File: src/rtl/opctl_pkg.sv
package opctl_pkg;

   typedef enum logic [1:0] {
      PH_HALT = 2'd0,
      PH_DISP = 2'd1,
      PH_RUN  = 2'd2
   } phase_e;

   localparam int CODE_W = 4;

   localparam logic [CODE_W-1:0] OP_NONE   = 4'h0;
   localparam logic [CODE_W-1:0] OP_STEP   = 4'h1;
   localparam logic [CODE_W-1:0] OP_SETIC  = 4'h2;
   localparam logic [CODE_W-1:0] OP_REPEAT = 4'h3;

   // bit 3: storage access, bit 0: write, bits 2:1: storage area
   localparam int BIT_STORAGE = 3;
   localparam int BIT_WRITE   = 0;

   typedef struct packed {
      logic              valid;
      logic [CODE_W-1:0] code;
   } req_t;

endpackage

File: src/rtl/opctl_req_enc.sv
module opctl_req_enc
   import opctl_pkg::*;
(
   input  logic       step_mode,
   input  logic       wait_bit,
   input  logic       start_pb,
   input  logic       setic_pb,
   input  logic       repeat_sw,
   input  logic       display_pb,
   input  logic       store_pb,
   input  logic [1:0] area_sel,
   output req_t       req
);

   logic step_ok;
   logic [CODE_W-1:0] mem_code;

   assign step_ok = start_pb & step_mode & ~wait_bit;

   always_comb begin
      mem_code = '0;
      mem_code[BIT_STORAGE] = 1'b1;
      mem_code[2:1] = area_sel;
      mem_code[BIT_WRITE] = store_pb;
   end

   always_comb begin
      req = '0;
      if (setic_pb) begin
         req.valid = 1'b1;
         req.code  = OP_SETIC;
      end else if (repeat_sw) begin
         req.valid = 1'b1;
         req.code  = OP_REPEAT;
      end else if (store_pb || display_pb) begin
         req.valid = 1'b1;
         req.code  = mem_code;
      end else if (step_ok) begin
         req.valid = 1'b1;
         req.code  = OP_STEP;
      end
   end

endmodule

File: src/rtl/opctl_route_dec.sv
module opctl_route_dec
   import opctl_pkg::*;
#(
   parameter int RTN_W       = 8,
   parameter int RTN_HALT    = 150,
   parameter int RTN_STEP    = 151,
   parameter int RTN_SETIC   = 152,
   parameter int RTN_REPEAT  = 153,
   parameter int RTN_STORAGE = 220
)(
   input  logic [CODE_W-1:0] code,
   output logic [RTN_W-1:0]  routine
);

   localparam int N_CTL = 3;

   logic [N_CTL-1:0] hit;

   // control codes 1..N_CTL map to consecutive routine slots
   for (genvar g = 0; g < N_CTL; g++) begin : g_hit
      assign hit[g] = (code == CODE_W'(g + 1));
   end

   always_comb begin
      routine = RTN_W'(RTN_HALT);
      if (code[BIT_STORAGE])
         routine = RTN_W'(RTN_STORAGE);
      else if (hit[0])
         routine = RTN_W'(RTN_STEP);
      else if (hit[1])
         routine = RTN_W'(RTN_SETIC);
      else if (hit[2])
         routine = RTN_W'(RTN_REPEAT);
   end

endmodule

File: src/rtl/opctl_seq.sv
module opctl_seq
   import opctl_pkg::*;
(
   input  logic              clk,
   input  logic              rst_n,
   input  req_t              req,
   input  logic              step_mode,
   input  logic [1:0]        acmp_mode,
   input  logic              wait_bit,
   input  logic              start_pb,
   input  logic              repeat_sw,
   input  logic              instr_done,
   output phase_e            phase,
   output logic [CODE_W-1:0] status,
   output logic              stop_trig,
   output logic              man_trig,
   output logic              exc_branch,
   output logic              iar_load,
   output logic              sar_load,
   output logic              sar_sel_keys
);

   logic in_disp;

   assign in_disp = (phase == PH_DISP);

   always_ff @(posedge clk) begin
      if (!rst_n) begin
         phase      <= PH_HALT;
         status     <= OP_NONE;
         stop_trig  <= 1'b1;
         man_trig   <= 1'b1;
         exc_branch <= 1'b0;
      end else begin
         exc_branch <= step_mode | (acmp_mode != 2'b00);

         if (step_mode)
            man_trig <= 1'b1;
         else if (phase == PH_HALT && start_pb && !wait_bit)
            man_trig <= 1'b0;

         unique case (phase)
            PH_HALT: begin
               if (req.valid) begin
                  status <= req.code;
                  phase  <= PH_DISP;
               end
            end
            PH_DISP: begin
               if (status == OP_STEP) begin
                  stop_trig <= 1'b0;
                  phase     <= PH_RUN;
               end else if (status == OP_REPEAT) begin
                  stop_trig <= 1'b1;
                  phase     <= PH_RUN;
               end else begin
                  stop_trig <= 1'b1;
                  status    <= OP_NONE;
                  phase     <= PH_HALT;
               end
            end
            PH_RUN: begin
               if (instr_done) begin
                  if (status == OP_REPEAT && repeat_sw) begin
                     phase <= PH_DISP;
                  end else begin
                     status    <= OP_NONE;
                     stop_trig <= 1'b1;
                     phase     <= PH_HALT;
                  end
               end
            end
            default: phase <= PH_HALT;
         endcase
      end
   end

   assign iar_load     = in_disp && (status == OP_SETIC);
   assign sar_load     = in_disp && (status == OP_STEP || status == OP_REPEAT);
   assign sar_sel_keys = in_disp && (status == OP_REPEAT);

endmodule

File: src/rtl/opctl_dispatch.sv
module opctl_dispatch
   import opctl_pkg::*;
#(
   parameter int RTN_W       = 8,
   parameter int RTN_HALT    = 150,
   parameter int RTN_STEP    = 151,
   parameter int RTN_SETIC   = 152,
   parameter int RTN_REPEAT  = 153,
   parameter int RTN_STORAGE = 220
)(
   input  logic             clk,
   input  logic             rst_n,
   input  logic             step_mode,
   input  logic             start_pb,
   input  logic             setic_pb,
   input  logic             repeat_sw,
   input  logic             display_pb,
   input  logic             store_pb,
   input  logic [1:0]       area_sel,
   input  logic [1:0]       acmp_mode,
   input  logic             wait_bit,
   input  logic             instr_done,
   output logic [3:0]       status,
   output logic [RTN_W-1:0] routine,
   output logic             stop_trig,
   output logic             man_trig,
   output logic             exc_branch,
   output logic             iar_load,
   output logic             sar_load,
   output logic             sar_sel_keys
);

   localparam int RTN_LIMIT = 1 << RTN_W;

   if (RTN_W < 1 || RTN_W > 16) begin : g_bad_w
      $error("opctl_dispatch: RTN_W out of range");
   end
   if (RTN_HALT >= RTN_LIMIT || RTN_STEP >= RTN_LIMIT || RTN_SETIC >= RTN_LIMIT ||
       RTN_REPEAT >= RTN_LIMIT || RTN_STORAGE >= RTN_LIMIT) begin : g_bad_rtn
      $error("opctl_dispatch: routine index does not fit RTN_W");
   end
   if (RTN_HALT == RTN_STEP || RTN_HALT == RTN_SETIC || RTN_HALT == RTN_REPEAT ||
       RTN_HALT == RTN_STORAGE || RTN_STEP == RTN_SETIC || RTN_STEP == RTN_REPEAT ||
       RTN_SETIC == RTN_REPEAT) begin : g_bad_dup
      $error("opctl_dispatch: routine indices must be distinct");
   end

   req_t   req;
   phase_e phase;

   opctl_req_enc u_enc (
      .step_mode  (step_mode),
      .wait_bit   (wait_bit),
      .start_pb   (start_pb),
      .setic_pb   (setic_pb),
      .repeat_sw  (repeat_sw),
      .display_pb (display_pb),
      .store_pb   (store_pb),
      .area_sel   (area_sel),
      .req        (req)
   );

   opctl_seq u_seq (
      .clk          (clk),
      .rst_n        (rst_n),
      .req          (req),
      .step_mode    (step_mode),
      .acmp_mode    (acmp_mode),
      .wait_bit     (wait_bit),
      .start_pb     (start_pb),
      .repeat_sw    (repeat_sw),
      .instr_done   (instr_done),
      .phase        (phase),
      .status       (status),
      .stop_trig    (stop_trig),
      .man_trig     (man_trig),
      .exc_branch   (exc_branch),
      .iar_load     (iar_load),
      .sar_load     (sar_load),
      .sar_sel_keys (sar_sel_keys)
   );

   opctl_route_dec #(
      .RTN_W       (RTN_W),
      .RTN_HALT    (RTN_HALT),
      .RTN_STEP    (RTN_STEP),
      .RTN_SETIC   (RTN_SETIC),
      .RTN_REPEAT  (RTN_REPEAT),
      .RTN_STORAGE (RTN_STORAGE)
   ) u_dec (
      .code    (status),
      .routine (routine)
   );

endmodule

File: config.mk
export PLATFORM = sky130hd
export DESIGN_NAME = opctl_dispatch
export DESIGN_NICKNAME = d
export VERILOG_FILES = /design/src/rtl/opctl_pkg.sv /design/src/rtl/opctl_req_enc.sv /design/src/rtl/opctl_route_dec.sv /design/src/rtl/opctl_seq.sv /design/src/rtl/opctl_dispatch.sv
export SDC_FILE = /design/constraint.sdc
export NUM_CORES = 1
export LEC_CHECK = 0
export ABC_AREA = 1
export BUFFER_PORTS_ARGS = -buffer_cell sky130_fd_sc_hd__buf_2
export CORE_MARGIN = 5
export CORE_UTILIZATION = 47
export CTS_BUF_LIST = sky130_fd_sc_hd__clkbuf_2 sky130_fd_sc_hd__clkbuf_4 sky130_fd_sc_hd__clkbuf_8
export DETAILED_ROUTE_END_ITERATION = 8
export PLACE_DENSITY = 0.83
export SLEW_MARGIN = 20
export SYNTH_ARGS = -nofsm -noshare
export SYNTH_HDL_FRONTEND = slang
export SYNTH_SLANG_ARGS = --single-unit
File: constraint.sdc
create_clock -name clk -period 1.7 [get_ports clk]
set_clock_uncertainty 0.15 [all_clocks]
set_input_delay 0.085 -clock clk [delete_from_list [all_inputs] [get_ports clk]]
set_output_delay 0.085 -clock clk [all_outputs]
set_load 0.02 [all_outputs]
== After elaboration in Yosys (flattened, before gate mapping) ==
Cells that the tools add are included.

* Bits in registers: 9
* Output and inout port bits: 18

* Equality and inequality tests: 10
* Muxes and demuxes: 24
* Bitwise logic cells: 5
* Reductions and logical operators: 17

{| class="wikitable"
|+ Operators with widths
! kind !! count
|-
| 4-bit 2-to-1 mux || 6
|-
| 8-bit 2-to-1 mux || 3
|-
| 5-bit 2-to-1 mux || 4
|-
| 4-bit case mux with 3 select lines || 1
|-
| 2-bit inequality test (second input constant) || 5
|-
| 4-bit by 2-bit equality test with 1-bit output (second input constant) || 2
|-
| 2-bit 2-to-1 mux || 4
|-
| 1-bit logical AND || 6
|-
| 2-bit case mux with 3 select lines || 1
|-
| 6-bit AND reduction || 1
|-
| 4-bit by 1-bit equality test with 1-bit output (second input constant) || 1
|-
| 1-bit 2-to-1 mux || 4
|-
| 2-bit nonzero test || 2
|-
| 3-bit AND reduction || 1
|-
| 3-bit nonzero test || 1
|-
| 1-bit AND || 2
|-
| 2-bit by 1-bit equality test with 1-bit output (second input constant) || 1
|-
| 2-bit equality test (second input constant) || 1
|-
| 2-bit logical NOT || 1
|-
| 1-bit logical OR || 2
|-
| 1-bit inverter || 2
|-
| 1-bit case mux with 2 select lines || 1
|-
| 2-bit AND reduction || 1
|-
| 2-bit OR reduction || 1
|-
| other kinds (2) || 2
|}

== Longest topological paths before layout ==
Gate-level depths: netlist (run 1).

* Depth after elaboration: 8
* Gate-level depth with buffers: 9

== By module ==
Synthesis (run 1) repeated with hierarchy kept, for this count alone.

* Cell total of the unflattened synthesis: 110
* Area total of the unflattened synthesis: 720.7 um^2

{| class="wikitable"
|+ Modules (own cells, without submodules)
! module !! times used !! cells an instance !! area each (um^2) !! seq. area each (um^2)
|-
| opctl_seq || 1 || 81 || 560.5 || 180.2
|-
| opctl_route_dec || 1 || 15 || 85.1 || 0.0
|-
| opctl_req_enc || 1 || 14 || 75.1 || 0.0
|}

== Least setup slack after synthesis (run 1) ==
OpenSTA, ideal clock, no wires.

* Path type: flip-flop to flip-flop
* Start point: reg u_seq.phase[0]
* End point: reg u_seq.status[2]
* Arrival: 1.233 ns
* Data required time: 1.486 ns
* Path slack: 0.253 ns
* Stages on the path, launching flop included: 8
* Path buffers: 0
* Clock period less this slack: 1.447 ns
* Cells stage by stage: dfxtp_1 > inv_1 > ha_1 > nor3_1 > nand2_1 > nor2_1 > nor2_1 > nor2_1

* Cells in the longest elaborated chain, start to end: 3
* Elaborated cells on any way between the ends: 11
* Classes of those cells: eq/ne: 7; mux: 1; reduce/logical: 3

{| class="wikitable"
|+ RTL lines
! what !! RTL line !! source
|-
| from (decl) || opctl_seq.sv:13 || <nowiki>output phase_e phase,</nowiki>
|-
| from (signal assigned) || opctl_seq.sv:29 || <nowiki>phase <= PH_HALT;</nowiki>
|-
| from (signal assigned) || opctl_seq.sv:46 || <nowiki>phase <= PH_DISP;</nowiki>
|-
| from (signal assigned) || opctl_seq.sv:52 || <nowiki>phase <= PH_RUN;</nowiki>
|-
| 2-bit by 1-bit equality test with 1-bit output (tied with other cells) || opctl_seq.sv:42 || <nowiki>unique case (phase)</nowiki>
|-
| 2-bit inequality test (no line) / 3-bit nonzero test (equally long branches) || -- ||
|-
| 6-bit AND reduction (no line) || -- ||
|-
| to (signal assigned) || opctl_seq.sv:45 || <nowiki>status <= req.code;</nowiki>
|-
| to (decl) || opctl_seq.sv:14 || <nowiki>output logic [CODE_W-1:0] status,</nowiki>
|}

Several ways; a longest one is shown, not always the timed one.
A chain may end at the register's enable or synchronous reset.

== Worst setup path after layout (run 1) ==
* Start point: reg u_seq.phase[1]
* End point: reg u_seq.status[3]

Same word-level chain as after synthesis.

==> results of run 1 <==
## power by group
part / internal, µW / switching (µW)
Clock: 107 / 81.1
Combinational: 101 / 180
Sequential: 234 / 19.3
## synth_stat cells
master     n
nor2_1    25
inv_1     19
nand2_1   18
nand3_1   10
dfxtp_1    9
ha_1       5
buf_4      4
o21ai_0    3
a21oi_1    2
conb_1     2
nor2_4     2
nor3_1     2
a211o_1    1
clkbuf_2   1
nand2_2    1
nand3_4    1
nor2_2     1
o21ai_1    1
## logic make-up (layout without fill, tap and decap cells)
| logic type | count (synthesis) | after routing |
|---|---|---|
| buffers and inverters | 24 | 57 |
| AOI/OAI and AO/OA | 7 | 7 |
| and+or+nand+nor | 60 | 60 |
| adders and majority gates | 5 | 5 |
| other | 2 | 3 |
| DFF | 9 | 9 |
## cell type report
type                            count  share of cell area
Tap cell                           15              0.0211
Sequential cell                     9               0.204
Inverter                           19              0.0803
Timing Repair Buffer               34               0.225
Multi-Input combinational cell     75               0.435
Clock buffer                        4              0.0338
## final timing paths
check	startpoint	end	slack (ps)	cells past startpoint
setup reg to reg	u_seq.phase[1]	u_seq.status[3]	140	9
setup / recovery	u_seq.phase[1]	u_seq.status[3]	140	9
hold / removal	instr_done	u_seq.phase[1]	10	4
hold reg to reg	u_seq.stop_trig	u_seq.stop_trig	300	2
## critical path: stages, from the launching register on
cell	delay [ps]
dfxtp_1	410
inv_1	90
ha_1	210
nand3_1	130
nand2_1	90
inv_1	100
nand3_4	100
nand2_1	80
nand2_1	50
nor2_1	90
## cells in the final DEF, fill, tap and decap left out
cell type / n
nor2_2: 1
nand2_2: 1
ha_1: 5
dfxtp_2: 1
o21ai_0: 3
nor2_1: 25
dfxtp_1: 8
conb_1: 3
nor2_4: 2
buf_2: 28
nand2_1: 18
o21ai_1: 1
nand3_1: 10
dlygate4sd3_1: 6
nor3_1: 2
nand3_4: 1
clkbuf_4: 4
a211o_1: 1
a21oi_1: 2
inv_1: 19
## sequential cells by signal, summed over array words and instances (netlist names)
| register | count |
|---|---|
| u_seq.exc_branch | 1 |
| u_seq.status | 4 |
| u_seq.stop_trig | 1 |
| u_seq.man_trig | 1 |
| u_seq.phase | 2 |
## per-stage QoR
stage	util	total power (µW)
2_1_floorplan	-	449
3_3_place_gp	0.605	522
3_5_place_dp	0.605	527
4_1_cts	0.673	723
5_1_grt	0.674	771
6_report	0.674	722
## timing repair
item	in CTS	in global routing
hold buffers	6	0
endpoints found under the setup margin	0	3
gates resized for setup	0	1
endpoints found under the hold margin	9	0
## routing by layer
metal | GRT usage | vias up
met5 | 0 | -
met4 | 0.0806 | 0
met3 | 0.0301 | 4
met2 | 0.280 | 37
met1 | 0.231 | 315
li1 | - | 384
==> metrics.md, run 1 <==
| Metric | Value |
|---|---|
| Total number of vias | 740 |
| Fin crit share | 0.920 |
| Syn Std Cell Area | about 670 µm² |
| # DRC | 0 |
| Top cell type's share of synthesized area | 0.269 |
| H-tree depth | 1 |
| Top cells by area, synth | dfxtp_1 (27%), nor2_1 (14%), inv_1 (11%) |
| Synth Register Bits | 9 |
| Buffers on Ports | 28 |
| Post-Synth Adder-Cell Area | 0.0935 |
| Metal-1 WL | 761 µm |
| Worst Path Max Fanout | 6 |
| Final hold violations | 0 |
| Mux share of post-synthesis cell area | 0 |
| Top sig layer | met4 |
| Die Footprint | 2280 µm² |
| Multi-input gate area | 387 µm² |
| Pwr Density | 813 nW/µm² |
| Status | complete, no violations |
| Initial antenna violation count | 0 |
| Final instance area | 888 µm² |
| Fmax | 640 MHz |
| Hold Crit Class | in2reg |
| CTS tree | yes |
| Post-Layout Cell Count | approximately 160 |
| Met3 wire length | 169 µm |
| # fillers | between 100 and 150 |
| Hold_ws | a little over 10 ps |
| Reg area | 181 µm² |
| Dpl cell area | 797 µm² |
| Final TNS setup | 0 ps |
| RSZ-0062 raised after global routing | no |
| DR pass1 iterations | 4 |
| Synth Area in XOR/XNOR | 0 |
| Post-synth top area cell | dfxtp_1 |
| Leak pwr | about 0.00051 µW |
| Global-route wire length before repair | 2790 µm |
| Critical path class | reg2reg |
| DRT iter0 DRCs | 13 |
| Synth Area in Compound Gates | 0.0579 |
| Core ar. | 1320 µm² |
| Hpwl dp | 1330 µm |
| Clock Sinks | 9 |
| Syn-to-layout area delta | 32.7% |
| Count of final max-slew check failures | 0 |
| Die Span X | roughly 48 µm |
| Count of cell types in the netlist | 18 |
| Launching element type of the critical path | flop |
| Clock root buffer | clkbuf_4 |
| Avg WL per Cell | 11.0 µm |
| Setup ws final | 137 ps |
| Initial Utilization | 0.508 |
| Max clock buf depth | 2 |
| WP data required | around 1800 ps |
| Main combinational cell family by area after synthesis | simple AND/OR/NAND/NOR gates |
| GRT overflow | 0 |
| Peak VDD IR | 0.000422 V |
| Metal2 WL | 764 µm |
| Num ports | 32 |
| Max Cap Viol | 0 |
| Rows | 13 |
| CP endpoint kind | flop |
| Layout cells sized above 1 | 0.270 |
| Die Y | around 48 µm |
| Cells after synthesis | 107 |
| Post-synthesis simple-gate area fraction | 0.409 |
| N_diodes | 0 |
| Crit path DAT | 1620 ps |
| Nets | 161 |
| Seq/Total Area, Yosys | 0.269 |
| Largest net degree at the start of global routing | 9 |
| Post-route ant nets | 0 |
| Gpl congestion | approximately 0.80 |
| Yosys warning count | 0 |
| CTS Buf Count | 3 |
| Routed vias/inst | 4.74 |
| Place WS | 145 ps |
| Worst-path clk slew | 60 ps |
| Vias in the first global route | 654 |
| WL final | 1720 µm |
| Post-Place Cells | 146 |
| Clk_lat worst skew | around 260 ps |
| Syn avg cell area | around 6.3 µm² |
| Final setup viols | 0 |
| Minimum clock period after layout | approximately 1600 ps |
| Total GRT Usage | 0.176 |
| Setup Buffers After CTS | 0 |
(Power assumes the default switching activity.)
==> inputs of run 2 (changes only) <==
--- a/config.mk
+++ b/config.mk
@@ -11,7 +11,7 @@
 export CORE_UTILIZATION = 47
 export CTS_BUF_LIST = sky130_fd_sc_hd__clkbuf_2 sky130_fd_sc_hd__clkbuf_4 sky130_fd_sc_hd__clkbuf_8
 export DETAILED_ROUTE_END_ITERATION = 8
-export PLACE_DENSITY = 0.83
+export PLACE_DENSITY = 0.85
 export SLEW_MARGIN = 20
 export SYNTH_ARGS = -nofsm -noshare
 export SYNTH_HDL_FRONTEND = slang
==> run 2 against run 1 <==
Effect of this change:
- critical path depth fell by 4
- sequential power about the same
- routed wire length down 3.3%
- register-to-register slack improved by 30 ps
- global-route usage down 0.39 points
- final area increased by 0.14%
- non-clock buffer count stayed put
- hold slack worse by 6.1 ps
- flip-flop and latch count did not move
- combinational power is essentially flat
- clock-buffer cell count unchanged
- total power fell by 0.81%
- critical endpoint is now u_seq.exc_branch
- largest cell class unchanged
- largest power group unchanged
- highest routed layer unchanged
==> metrics.md, run 2 (same netlist as run 1, synthesis figures left out) <==
| Metric | Value |
|---|---|
| Sw Share | 0.383 |
| Minimum clock period after layout | 1540 ps |
| Sequential power share | 0.355 |
| Crit path DAT | 1540 ps |
| Total number of vias | approximately 750 |
| Leak pwr | 0.000514 µW |
| # fillers | 116 |
| Worst Path Max Fanout | 3 |
| Worst path cell trace | dlygate4sd3_1 > buf_2 > nor3_1 > dlygate4sd3_1 > nor2_1 |
| Worst-path clk slew | around 60 ps |
| Status | complete, no violations |
| Routed vias/inst | roughly 4.8 |
| Core ar. | 1320 µm² |
| Hold Crit Class | in2reg |
| Initial Utilization | 0.508 |
| Die Footprint | 2280 µm² |
| Setup ws final | 160 ps |
| Internal power contribution | about 440 µW |
| Die Y | 47.7 µm |
| WP data required | 1700 ps |
| Final hold violations | 0 |
| RSZ-0062 raised after global routing | no |
| Avg WL per Cell | 10.7 µm |
| Clock Power Share | 0.254 |
| Layout cells sized above 1 | 0.277 |
| Metal2 WL | 795 µm |
| Final TNS setup | 0 ps |
| Top reg by flops | u_seq.status |
| Metal-1 WL | 666 µm |
| Peak VDD IR | 0.000432 V |
| Slowest CP cell | dlygate4sd3_1 |
| Dpl cell area | 797 µm² |
| CP endpoint kind | flop |
| Total GRT Usage | 0.172 |
| Pwr Density | 805 nW/µm² |
| CTS Buf Count | 3 |
| Final setup viols | 0 |
| DR pass1 iterations | 4 |
| Fin crit share | 0.906 |
| Max Cap Viol | 0 |
| Layout Utilization | 0.675 |
| Critical path class | in2reg |
| Hold_ws | around 4.0 ps |
| Clock Sinks | 9 |
| Met3 wire length | 193 µm |
| Fmax | 649 MHz |
| Launching element type of the critical path | input pin |
| CP most frequent cell | dlygate4sd3_1 |
| Clk_lat worst skew | 260 ps |
| # DRC | 0 |
| Global-route wire length before repair | 2770 µm |
| Syn-to-layout area delta | 32.9% |
| P_sw | 274 µW |
| Buffers on Ports | 28 |
| Clock root buffer | clkbuf_4 |
| Final instance area | 890 µm² |
| Largest net degree at the start of global routing | 9 |
| Vias in the first global route | 692 |
| Nets | 161 |
| Rows | 13 |
| DRT iter0 DRCs | 25 |
| Post-route ant nets | 0 |
| WL final | around 1700 µm |
| Slowest stage delay, CP | 560 ps |
| Commonest non-fill, non-tap cell in the layout | buf_2 |
| GRT overflow | 0 |
| Combinational power share | 0.391 |
| Count of final max-slew check failures | 0 |
| Max reg flops | 4 |
| Initial antenna violation count | 0 |
| Place WS | roughly 140 ps |
| Setup Buffers After CTS | 0 |
| H-tree depth | 1 |
| Hpwl dp | ~1300 µm |
| Top sig layer | met4 |
| Gpl congestion | 0.809 |
| Most frequent cells in the layout | buf_2 (28), nor2_1 (25), inv_1 (19) |
| Largest regs | u_seq.status x4, u_seq.phase x2 |
| CTS tree | yes |
| Num ports | 32 |
| N_diodes | 0 |
| Die Span X | 47.7 µm |
| Max clock buf depth | 2 |
run 2: cell type report:
cell class | count | area [µm²] | area share
tap | 15 | 18.8 | 0.0211
inverter | 19 | 71.3 | 0.0802
clock buffer | 4 | 30.0 | 0.0338
timing repair buffer | 34 | 200 | 0.225
sequential | 9 | 183 | 0.205
multi-input combinational | 75 | 387 | 0.435
run 2: power by group through the flow:
stage	Sequential, µW	Combinational (µW)	Clock (µW)
2_1_floorplan	277	171	0
3_3_place_gp	256	265	0
3_5_place_dp	258	269	0
4_1_cts	253	280	187
5_1_grt	257	311	207
6_report	254	280	182
run 2: metrics by stage:
step,cells,total power (µW)
final,156,716
after global routing,156,775
after CTS,156,720
after detailed placement,146,526
after global placement,146,522
after floorplan,108,449
run 2: path summary, 6_finish.rpt:
path	endpoint	start	cells past startpoint	slack, ps
min	u_seq.phase[1]	instr_done	4	4
max	u_seq.exc_branch	step_mode	5	160
min reg2reg	u_seq.stop_trig	u_seq.stop_trig	2	310
max reg2reg	u_seq.status[3]	u_seq.phase[1]	9	170
run 2: critical path: cells and delay by family:
kind | cells | cell delay (ps)
simple gates | 2 | 200
buf+inv | 3 | 1260
run 2: timing repair:
item | 4_1_cts | 5_1_grt
hold buffers | 6 | 0
endpoints found under the hold margin | 9 | 0
endpoints found under the setup margin | 0 | 4
resized for setup | 0 | 2
run 2: layer usage:
| metal | up-vias | track usage |
|---|---|---|
| met4 | 0 | 0.0699 |
| met3 | 2 | 0.0451 |
| li1 | 385 | - |
| met1 | 324 | 0.195 |
| met5 | - | 0 |
| met2 | 42 | 0.303 |
==> inputs of run 3 (changes only) <==
--- a/config.mk
+++ b/config.mk
@@ -6,13 +6,14 @@
 export NUM_CORES = 1
 export LEC_CHECK = 0
 export ABC_AREA = 1
-export BUFFER_PORTS_ARGS = -buffer_cell sky130_fd_sc_hd__buf_2
+export BUFFER_PORTS_ARGS = -buffer_cell sky130_fd_sc_hd__buf_4
 export CORE_MARGIN = 5
-export CORE_UTILIZATION = 47
+export CORE_UTILIZATION = 48
 export CTS_BUF_LIST = sky130_fd_sc_hd__clkbuf_2 sky130_fd_sc_hd__clkbuf_4 sky130_fd_sc_hd__clkbuf_8
 export DETAILED_ROUTE_END_ITERATION = 8
 export PLACE_DENSITY = 0.85
 export SLEW_MARGIN = 20
 export SYNTH_ARGS = -nofsm -noshare
 export SYNTH_HDL_FRONTEND = slang
+export SYNTH_HIERARCHICAL = 1
 export SYNTH_SLANG_ARGS = --single-unit
==> run 3 against run 2 <==
Effect of this change:
- non-clock buffer count unchanged
- global-route usage is 1.9 points lower
- clock power rose by 5%
- core utilization grew 1.6 points
- sequential share of layout area is 2.6 points lower
- clock-buffer cell count unchanged
- register-to-register slack improved by 60 ps
- the run now ends with hold timing left
- critical path depth stayed put
- hold slack got worse by 7.4 ps
- critical path type is now reg2out
- flip-flop and latch count unchanged
- via count increased by 5.0%
==> metrics.md, run 3 <==
| Metric | Value |
|---|---|
| Max reg flops | 4 |
| Final setup viols | 0 |
| Die Footprint | 2380 µm² |
| Commonest non-fill, non-tap cell in the layout | buf_4 |
| DRT iter0 DRCs | 32 |
| Main combinational cell family by area after synthesis | simple AND/OR/NAND/NOR gates |
| Most frequent cell after synthesis | nand2_1 |
| Dpl cell area | 925 µm² |
| Initial Utilization | 0.490 |
| CTS Buf Count | 3 |
| Post-synth EDFFs | 0 |
| Critical path class | reg2out |
| RSZ-0062 raised after global routing | no |
| Mux share of post-synthesis cell area | 0 |
| WHS Path Cells | 4 |
| WP data required | 1460 ps |
| Final TNS setup | 0 ps |
| Worst-path clk slew | around 70 ps |
| Clk_lat worst skew | 270 ps |
| Final hold violations | 1 |
| Hold path start | start_pb |
| Syn Std Cell Area | 721 µm² |
| Most frequent cells in the layout | buf_4 (29), nand2_1 (21), inv_1 (13), nor2_1 (13), nand3_1 (10) |
| Clock root buffer | clkbuf_4 |
| Most frequent cells after synthesis | nand2_1 (21), inv_1 (14), nor2_1 (13) |
| Fin crit share | 0.925 |
| Final instance area | 1020 µm² |
| Num ports | 32 |
| Top sig layer | met4 |
| Total number of vias | 791 |
| Top cell type's share of synthesized area | 0.250 |
| Slowest CP cell | dfxtp_2 |
| Total GRT Usage | 0.153 |
| Crit Reg-Reg Startpoint | u_seq/phase[0] |
| Cells after synthesis | 110 |
| Post-route ant nets | 0 |
| Post-synth top area cell | dfxtp_1 |
| Initial antenna violation count | 0 |
| N_diodes | 0 |
| CP endpoint kind | output pin |
| Gpl congestion | about 0.76 |
| Post-synthesis simple-gate area fraction | 0.389 |
| # fillers | 131 |
| Count of final max-slew check failures | 0 |
| Vias in the first global route | 701 |
| Core ar. | 1470 µm² |
| Synth Area in XOR/XNOR | 0 |
| Met3 wire length | around 150 µm |
| R2r setup slk | 230 ps |
| Status | finished, violations left |
| Failing checks | hold timing |
| Metal2 WL | around 910 µm |
| Die Span X | 48.8 µm |
| Fmax | 636 MHz |
| Syn-to-layout area delta | 41.1% |
| Max Cap Viol | 0 |
| Slowest stage delay, CP | 340 ps |
| Capturing point of the worst reg2reg path | u_seq/status[0] |
| Syn avg cell area | 6.55 µm² |
| Peak VDD IR | 0.000396 V |
| GRT overflow | 0 |
| Die Y | around 50 µm |
| Layout cells sized above 1 | 0.400 |
| Count of cell types in the netlist | 23 |
| Leak pwr | about 0.00054 µW |
| Hold_ws | -3.37 ps |
| Avg WL per Cell | 11.1 µm |
| Worst Path Max Fanout | 4 |
| Hold Crit Class | in2reg |
| Routed vias/inst | 4.91 |
| Worst path cell trace | inv_2 > ha_1 > inv_1 > nor3_1 > buf_4 |
| Max clock buf depth | 2 |
| Global-route wire length before repair | 2950 µm |
| Largest net degree at the start of global routing | 9 |
| Pwr Density | 702 nW/µm² |
| Minimum clock period after layout | 1570 ps |
| WL final | 1790 µm |
| Post-Synth Adder-Cell Area | 0.0694 |
| Hold Path Sink | u_seq/man_trig |
| Nets | roughly 160 |
| Async S/R FF share, synth | 0 |
| CTS tree | yes |
| Dominant synthesized flop cell | dfxtp_1 |
| Seq/Total Area, Yosys | 0.250 |
| Top reg by flops | u_seq/status |
| H-tree depth | 1 |
| R2R depth | 8 |
| Metal-1 WL | 705 µm |
| Hpwl dp | 1470 µm |
| Clock Sinks | 9 |
| DR pass1 iterations | 4 |
| # DRC | 0 |
| Synth Area in Compound Gates | 0.125 |
| Rows | 14 |
| Buffers on Ports | 28 |
| Crit path DAT | 1340 ps |
| Top cells by area, synth | dfxtp_1 (25%), nand2_1 (11%), inv_1 (7.3%) |
| Synth Register Bits | 9 |
| Yosys warning count | 6 |
| Launching element type of the critical path | flop |
| Largest regs | u_seq/status x4, u_seq/phase x2 |
[run 3: cell types whose count changed after synthesis, moves of 2 or more]
cell and delta:
nor2_1 -12, inv_2 +8, inv_1 -5, a21oi_1 +3, nand2_1 +3, nor2_2 +3
a21oi_2 +2, o21ai_0 -2, o21ai_2 +2
[run 3: routing by layer]
metal / vias up / track usage
met3: 4 / 0.0552
met2: 39 / 0.270
met4: 0 / 0.0673
met1: 344 / 0.161
met5: - / 0
li1: 404 / -
[run 3: critical path: cells and delay by family, from the launching register on]
kind / cells / cell delay (ps)
flops: 1 / 340
simple gates: 1 / 200
buf+inv: 3 / 340
fa+ha+maj: 1 / 190
[run 3: cell type report]
class | instances | area [µm²] | share of cell area
Sequential cell | 9 | 183 | 0.180
Multi-Input combinational cell | 76 | 434 | 0.427
Inverter | 22 | 82.6 | 0.0812
Clock buffer | 4 | 30.0 | 0.0295
Tap cell | 16 | 20.0 | 0.0197
Timing Repair Buffer | 34 | 268 | 0.263
[run 3: metrics by stage]
stage | worst slack, ps | cells | hold WS (ps) | power [µW] | util
finish | 127 | 161 | -3.37 | 714 | 0.691
global route | 21.1 | 161 | 46.2 | 760 | 0.691
CTS | 18.3 | 160 | 41.4 | 712 | 0.683
detailed placement | 197 | 151 | 168 | 514 | 0.628
global placement | 273 | 151 | 156 | 507 | 0.628
floorplan | 294 | 111 | 19.2 | 419 | -
[run 3: cells by family after synthesis]
group                    count (synthesis)
AND/OR/NAND/NOR                         55
buffers and inverters                   26
AO/OA/AOI/OAI                           14
flip-flops                               9
adder cells (fa/ha/maj)                  4
other                                    2
[run 3: how the worst max path moves through the flow]
stage | startpoint | end | slack [ps] | cells after the start
6_report | u_seq/phase[1] | sar_sel_keys | 130 | 5
5_1_grt | u_seq/phase[1] | sar_sel_keys | 20 | 5
4_1_cts | u_seq/phase[1] | u_seq/man_trig | 20 | 6
3_5_place_dp | u_seq/phase[0] | u_seq/status[0] | 200 | 8
3_3_place_gp | u_seq/phase[0] | u_seq/status[0] | 270 | 8
2_1_floorplan | u_seq/status[1] | iar_load | 290 | 2
[run 3: timing repair]
| item | 4_1_cts | 5_1_grt |
|---|---|---|
| gates resized for setup | 0 | 4 |
| endpoints found under the hold margin | 8 | 1 |
| endpoints found under the setup margin | 0 | 3 |
| hold buffers | 5 | 1 |
| buffers inserted | 0 | 1 |
[run 3: report_power, final]
group	switching, µW	internal [µW]
Sequential	22.0	229
Clock	84.0	107
Combinational	153	120
